==> config.mk <==
export PLATFORM = sky130hd
export DESIGN_NAME = rm_addr_gate
export DESIGN_NICKNAME = d
export VERILOG_FILES = /design/src/rtl/ragu_pkg.sv /design/src/rtl/ragu_addr_former.sv /design/src/rtl/ragu_gate_mask.sv /design/src/rtl/ragu_ctl_port.sv /design/src/rtl/rm_addr_gate.sv
export SDC_FILE = /design/constraint.sdc
export NUM_CORES = 1
export LEC_CHECK = 0
export BUFFER_PORTS_ARGS = -buffer_cell sky130_fd_sc_hd__buf_2
export CAP_MARGIN = 10
export CORE_MARGIN = 3
export CORE_UTILIZATION = 45
export DETAILED_ROUTE_END_ITERATION = 12
export GPL_TIMING_DRIVEN = 0
export PLACE_DENSITY = 0.85
export SETUP_SLACK_MARGIN = 0.3
export SYNTH_ARGS = -nofsm -noshare
export SYNTH_HDL_FRONTEND = slang
export SYNTH_HIERARCHICAL = 1
export SYNTH_SLANG_ARGS = --single-unit
==> constraint.sdc <==
create_clock -name clk -period 5.2 [get_ports clk]
set_clock_uncertainty 0.1 [all_clocks]
set_input_delay 0.78 -clock clk [delete_from_list [all_inputs] [get_ports clk]]
set_output_delay 0.78 -clock clk [all_outputs]
set_load 0.02 [all_outputs]
==> src/rtl/ragu_pkg.sv <==
// Package: shared constants for the real-mode address gate.
// Assumes: the legacy 16-bit segment/offset format and a 24-bit physical bus.
package ragu_pkg;
    localparam int unsigned SEG_W_D    = 16;
    localparam int unsigned OFF_W_D    = 16;
    localparam int unsigned SHIFT_D    = 4;
    localparam int unsigned PA_W_D     = 24;
    localparam int unsigned WRAP_BIT_D = 20;
    localparam int unsigned IO_AW_D    = 16;
    localparam int unsigned DW_D       = 8;
    localparam int unsigned GATE_POS_D = 1;
    localparam logic [15:0] PORT_ADDR_D = 16'h0092;
endpackage

==> src/rtl/ragu_addr_former.sv <==
// Module: forms the linear real-mode sum segment*2^SHIFT + offset, zero-extended.
// Assumes: PA_W is wide enough to hold the full sum including its carry.
module ragu_addr_former #(
    parameter int unsigned SEG_W = 16,
    parameter int unsigned OFF_W = 16,
    parameter int unsigned SHIFT = 4,
    parameter int unsigned PA_W  = 24
) (
    input  logic             clk,
    input  logic             rst_n,
    input  logic [SEG_W-1:0] seg_i,
    input  logic [OFF_W-1:0] off_i,
    output logic [PA_W-1:0]  lin_o
);
    localparam int unsigned TOP_W = ((SEG_W + SHIFT) > OFF_W) ? (SEG_W + SHIFT) : OFF_W;
    localparam int unsigned SUM_W = TOP_W + 1;
    localparam logic [SUM_W-1:0] MAX_SUM =
        (SUM_W'({SEG_W{1'b1}}) << SHIFT) + SUM_W'({OFF_W{1'b1}});

    logic [SUM_W-1:0] seg_ext;
    logic [SUM_W-1:0] off_ext;
    logic [SUM_W-1:0] sum_w;

    // Align the segment, extend the offset and add them together.
    always_comb begin
        seg_ext = SUM_W'(seg_i) << SHIFT;
        off_ext = SUM_W'(off_i);
        sum_w   = seg_ext + off_ext;
        lin_o   = PA_W'(sum_w);
    end


    sum_in_range_chk: assert property (@(posedge clk) disable iff (!rst_n)
        lin_o <= PA_W'(MAX_SUM));
endmodule

==> src/rtl/ragu_gate_mask.sv <==
// Module: applies the wrap gate to the linear address; clears WRAP_BIT when the gate is off.
// Assumes: WRAP_BIT < PA_W; the other bits pass through unchanged.
module ragu_gate_mask #(
    parameter int unsigned PA_W     = 24,
    parameter int unsigned WRAP_BIT = 20
) (
    input  logic            clk,
    input  logic            rst_n,
    input  logic [PA_W-1:0] lin_i,
    input  logic            gate_i,
    output logic [PA_W-1:0] pa_o
);
    // One lane for each address bit; only the wrap lane is gated.
    for (genvar b = 0; b < PA_W; b++) begin : g_lane
        if (b == WRAP_BIT) begin : g_wrap
            assign pa_o[b] = lin_i[b] & gate_i;
        end else begin : g_pass
            assign pa_o[b] = lin_i[b];
        end
    end


    wrap_cleared_chk: assert property (@(posedge clk) disable iff (!rst_n)
        !gate_i |-> (pa_o[WRAP_BIT] == 1'b0));

    gate_open_pass_chk: assert property (@(posedge clk) disable iff (!rst_n)
        gate_i |-> (pa_o == lin_i));
endmodule

==> src/rtl/ragu_ctl_port.sv <==
// Module: the control register on the I/O bus, read and written as a whole byte.
// Assumes: single-cycle strobes; the read data is combinational and zero when not selected.
module ragu_ctl_port #(
    parameter int unsigned    IO_AW     = 16,
    parameter int unsigned    DW        = 8,
    parameter int unsigned    GATE_POS  = 1,
    parameter logic [IO_AW-1:0] PORT_ADDR = 16'h0092
) (
    input  logic             clk,
    input  logic             rst_n,
    input  logic [IO_AW-1:0] io_addr_i,
    input  logic             io_rd_i,
    input  logic             io_wr_i,
    input  logic [DW-1:0]    io_wdata_i,
    output logic [DW-1:0]    io_rdata_o,
    output logic             gate_o
);
    logic          hit;
    logic [DW-1:0] ctl_q;

    // Address decode for the single port.
    assign hit = (io_addr_i == PORT_ADDR);

    // Control register: cleared by reset, fully overwritten by a selected write.
    always_ff @(posedge clk) begin
        if (!rst_n)                ctl_q <= '0;
        else if (io_wr_i && hit)   ctl_q <= io_wdata_i;
    end

    // Read path: show the register while selected, zero otherwise.
    always_comb begin
        io_rdata_o = (io_rd_i && hit) ? ctl_q : '0;
    end

    assign gate_o = ctl_q[GATE_POS];


    write_lands_chk: assert property (@(posedge clk) disable iff (!rst_n)
        ($past(rst_n) && $past(io_wr_i) && $past(hit)) |-> (ctl_q == $past(io_wdata_i)));

    no_stray_write_chk: assert property (@(posedge clk) disable iff (!rst_n)
        !(io_wr_i && hit) |=> $stable(ctl_q));

    idle_read_zero_chk: assert property (@(posedge clk) disable iff (!rst_n)
        !(io_rd_i && hit) |-> (io_rdata_o == '0));
endmodule

==> src/rtl/rm_addr_gate.sv <==
// Module: top of the real-mode address gate. It joins the adder, the gate mask and the control port.
// Assumes: a synchronous active-low reset; the address output is combinational from the inputs and the stored gate bit.
module rm_addr_gate
    import ragu_pkg::*;
#(
    parameter int unsigned      SEG_W     = SEG_W_D,
    parameter int unsigned      OFF_W     = OFF_W_D,
    parameter int unsigned      SHIFT     = SHIFT_D,
    parameter int unsigned      PA_W      = PA_W_D,
    parameter int unsigned      WRAP_BIT  = WRAP_BIT_D,
    parameter int unsigned      IO_AW     = IO_AW_D,
    parameter int unsigned      DW        = DW_D,
    parameter int unsigned      GATE_POS  = GATE_POS_D,
    parameter logic [IO_AW-1:0] PORT_ADDR = PORT_ADDR_D
) (
    input  logic             clk,
    input  logic             rst_n,
    input  logic [SEG_W-1:0] seg_i,
    input  logic [OFF_W-1:0] off_i,
    output logic [PA_W-1:0]  phys_addr_o,
    input  logic [IO_AW-1:0] io_addr_i,
    input  logic             io_rd_i,
    input  logic             io_wr_i,
    input  logic [DW-1:0]    io_wdata_i,
    output logic [DW-1:0]    io_rdata_o
);
    logic [PA_W-1:0] lin_w;
    logic            gate_w;

    ragu_addr_former #(
        .SEG_W(SEG_W), .OFF_W(OFF_W), .SHIFT(SHIFT), .PA_W(PA_W)
    ) former_i (
        .clk(clk), .rst_n(rst_n), .seg_i(seg_i), .off_i(off_i), .lin_o(lin_w)
    );

    ragu_ctl_port #(
        .IO_AW(IO_AW), .DW(DW), .GATE_POS(GATE_POS), .PORT_ADDR(PORT_ADDR)
    ) port_i (
        .clk(clk), .rst_n(rst_n), .io_addr_i(io_addr_i), .io_rd_i(io_rd_i),
        .io_wr_i(io_wr_i), .io_wdata_i(io_wdata_i), .io_rdata_o(io_rdata_o),
        .gate_o(gate_w)
    );

    ragu_gate_mask #(
        .PA_W(PA_W), .WRAP_BIT(WRAP_BIT)
    ) mask_i (
        .clk(clk), .rst_n(rst_n), .lin_i(lin_w), .gate_i(gate_w), .pa_o(phys_addr_o)
    );


    gate_change_delayed_chk: assert property (@(posedge clk) disable iff (!rst_n)
        (io_wr_i && (io_addr_i == PORT_ADDR) && !gate_w) |-> (phys_addr_o[WRAP_BIT] == 1'b0));
endmodule

# Yosys cells after proc, flatten, opt, wreduce, memory -nomap -nowiden
# Index checks and enable logic that the tools add are counted.
[op_classes] n_reduce_logical=2 bitwise=1 muxes=1 n_addsub=1 n_eq_ne=1
[ops] operator="20-bit by 16-bit adder with 21-bit output" count=1
[ops] operator="16-bit by 8-bit == test with 1-bit output (second input constant)" count=1
[ops] operator="8-bit 2-to-1 mux" count=1
[ops] operator="1-bit logical AND" count=2
[ops] operator="1-bit bitwise AND" count=1
[totals] input_bits=60 regBits=8

# Logic depth before layout (Yosys ltp)
[logic_depth] depth_word=3 ltp_mapped=8

# Modules after synthesis
# The synthesis kept the hierarchy.
[modules_own_cells] mod="ragu_addr_former" area_per_inst_um2=709.4 instances=1 cells_per_inst=88
[modules_own_cells] mod="ragu_ctl_port" area_per_inst_um2=445.4 instances=1 cells_per_inst=52
[modules_own_cells] mod="ragu_gate_mask" area_per_inst_um2=178.9 instances=1 cells_per_inst=24

# Least setup slack after synthesis
# Ideal clock, no wire load.
[synth_path] path_type="input to output" start="in seg_i[0]" end="out phys_addr_o[20]" cell_stages=8 path_buffers=0 arrival_ns=2.530 setup_slack_ns=1.790 cell_sequence="ha_1 fa_1 a21o_1 a221oi_2 o221ai_2 nor2_2 and3b_1 and2_1"
[synth_via] elab_chain_len=2
[synth_rtl] element="start: declaration" line="rm_addr_gate.sv:18" text="input logic [SEG_W-1:0] seg_i,"
[synth_rtl] element="20-bit by 16-bit adder with 21-bit output" line="ragu_addr_former.sv:28" text="sum_w = seg_ext + off_ext;"
[synth_rtl] element="named net lin_w[20]" line="rm_addr_gate.sv:27" text="logic [PA_W-1:0] lin_w;"
[synth_rtl] element="1-bit bitwise AND" line="ragu_gate_mask.sv:16" text="assign pa_o[b] = lin_i[b] & gate_i;"
[synth_rtl] element="end: declaration" line="rm_addr_gate.sv:20" text="output logic [PA_W-1:0] phys_addr_o,"
# The timed path passes the listed nets, and every way through them passes these cells.

# Worst setup path after layout
# Ends and elaborated chain as after synthesis.

==> results by group <==
Routing
  • First drt pass iteration count: 4
  • WL/cell: 10.7 um
  • # DRC: 0
  • Total number of vias: 1361
  • Via density: between 4 and 5
  • Final wirelength: just over 3000 um
  • Initial DRC count: 19
  • Routed Antenna Nets: 0

Critical path
  • Crit-path slowest cell: fa_1
  • Setup crit start: seg_i[0]
  • CP required: 4.32 ns
  • Crit-path leading delay family: compound AO/OA/AOI/OAI gates
  • CP Capture Type: output pin
  • Top cell by count, worst path: buf_2
  • FF-to-FF Start: port_i/ctl_q[4]$_SDFFE_PN0P_
  • CP bufs+invs: 2
  • CP arrival: roughly 2.9 ns
  • Worst setup SP type: primary input
  • Setup CP Type: primary input to output pin
  • CP Cell Sequence: buf_2, ha_1, fa_1, a21o_1, a221oi_2, o221ai_2, nor2_2, and3b_1, and2_1, buf_2
  • Crit Path Max Fanout: 3
  • CP max stage delay: 0.40 ns

Global route
  • Layer with the highest usage: met2
  • First-pass GRT wire length: 4590 um
  • Largest net degree at the start of global routing: 11
  • Met3 Use GR: 4.68%
  • Met2 GRT Util: between 20% and 30%
  • GRT overflow: 0
  • Antenna violations before repair: 0
  • Number of global-route vias before repair: roughly 1200
  • Total track usage: between 10% and 20%
  • Global routing usage on met1: 18.3%

CTS
  • Clk buf depth: 2
  • Worst skew pair latency: around 0.25 ns
  • Hold-fix buffers, CTS: 0
  • Root Driver: clkbuf_4
  • CTS Buf Count: 3
  • CTS H-tree depth: 1
  • TritonCTS clock tree: done
  • # Post-CTS Setup Buffers: 0
  • Worst-path clk slew: 0.05 ns
  • CTS-repair resized insts: 0
  • Sink Count: 8

Floorplanning
  • Die area: between 3000 and 4000 um2
  • Core area: approximately 2800 um2
  • Initial cell density of the core: 48.0%
  • Die Y: slightly above 60 um
  • Die X: slightly above 60 um
  • IO Pins: approximately 90
  • # rows: 19

Timing
  • Final hold vios: 0
  • Final setup viols: 0
  • Fmax: about 270 MHz
  • Max-slew violation count: 0
  • Worst-case hold slack: roughly 0.35 ns
  • Setup ws final: ~1.4 ns
  • Period utilization: between 70 and 80%
  • Period minus WS final: between 3 and 4 ns
  • Unrepaired setup endpoints after global routing: no
  • Setup_tns: 0 ns

Logic synthesis
  • Synth unique cells: 42
  • Post-Synthesis Cell Area: 1330 um2
  • Mean Syn Cell Area: roughly 8.1 um2
  • Post-synthesis sequential area ratio: around an eighth
  • #FFs+latches synth: 8
  • Ys Warns: 6
  • Cells after Synth: 164

Cells and area
  • Area growth, synth to finish: 36.3%
  • Share of post-route cells with drive strength above 1: a little over 50%
  • Max reg flops: 8
  • Antenna diodes: 0
  • Commonest cells after routing, fill and taps aside: buf_2, buf_4, nand2_1
  • Largest Register: port_i/ctl_q
  • Design Area, Final: roughly 1800 um2
  • Most common cell after layout, fill and taps aside: buf_2
  • Fin nets: ~330
  • Top flop regs: port_i/ctl_q x8

Placement
  • Placed cell area: 1800 um2
  • Pre-CTS WS: around 1.4 ns
  • Post-DP HPWL: between 2000 and 3000 um
  • # port buffers: 83
  • Routability cong.: approximately 0.74

Run
  • Max-cap violations: 0

Hold path
  • Hold Path Class: flip-flop to flip-flop
  • Hold Startpoint: port_i/ctl_q[3]$_SDFFE_PN0P_

Outcome
  • Status: finished, final reports clean

Power
  • Pwr dens: about 170 nW/um2
  • Max IR drop VDD: 148 uV
  • Leakage power: about 1.0 nW
## where the power goes
part,switching [mW],internal [mW]
clock,0.0196,0.0263
combinational,0.0996,0.102
sequential,0.000000208,0.0614
total,0.119,0.189
## final cells by class
class                           instances  area [um2]
Tap cell                               31        38.8
Sequential cell                         8         160
Timing Repair Buffer                   83         415
Multi-Input combinational cell        121         922
Clock buffer                            3        22.5
Buffer                                 33         244
Inverter                                4        15.0
Fill cell                             259         963
## Yosys cell counts (all sizes together)
cell type	n	share of area (%)
buf	31	18
nand2	22	6.2
ha	12	11
and2	10	4.7
xnor2	9	5.9
a21oi	8	3.3
dfxtp	8	12
mux2i	8	6.0
nor2	6	1.9
a21o	5	2.8
xor2	5	3.3
and3	4	1.9
inv	4	1.1
a211oi	3	2.1
clkbuf	2	0.56
nand3b	2	1.1
nand4	2	0.94
nor2b	2	0.94
nor4	2	1.9
o211ai	2	1.5
or2	2	0.94
a211o	1	0.66
a221oi	1	1.1
a22oi	1	0.94
a31oi	1	0.47
and3b	1	0.66
and4bb	1	0.94
conb	1	0.28
fa	1	1.5
nand3	1	0.37
nor4b	1	1.1
o21a	1	0.56
o21ai	1	0.37
o221ai	1	1.1
o31a	1	0.66
o41ai	1	1.2
## worst paths after layout
check                                               endpoint  slack [ns]  depth (start not counted)
worst min register to register  port_i/ctl_q[3]$_SDFFE_PN0P_        0.35                          2
worst max-delay path                         phys_addr_o[20]        1.44                         10
worst max register to register  port_i/ctl_q[4]$_SDFFE_PN0P_        4.45                          2
worst min-delay path            port_i/ctl_q[3]$_SDFFE_PN0P_        0.35                          2
## routing by layer
| metal | wire length [um] | up-vias |
|---|---|---|
| met1 | 1150 | 593 |
| met4 | 0 | 0 |
| met5 | 0 | - |
| met2 | 1620 | 52 |
| li1 | - | 716 |
| met3 | 267 | 0 |
## worst register-to-register path, cell delays in order (launching register included)
cell	delay, ns
dfxtp_1	0.34
nand2_1	0.06
mux2i_1	0.17
## cells by family (layout without fill, tap and decap cells)
group	Yosys count	after routing	synth area share, %
simple gates	56	56	23.5
fa+ha+maj	13	13	12.8
buf+inv	37	123	19.4
xor+xnor	14	14	9.19
mux	8	8	6.00
other cells	1	3	0.281
compound gates	27	27	16.8
flops	8	8	12.0
## metrics by stage
stage	power, mW	std cells	utilization, %
3_3_place_gp	0.262	280	64.6
3_5_place_dp	0.265	280	64.6
5_1_grt	0.334	283	65.4
4_1_cts	0.313	283	65.4
6_report	0.309	283	65.4
2_1_floorplan	0.209	166	-
No activity file was read; power rests on OpenSTA's default activity.
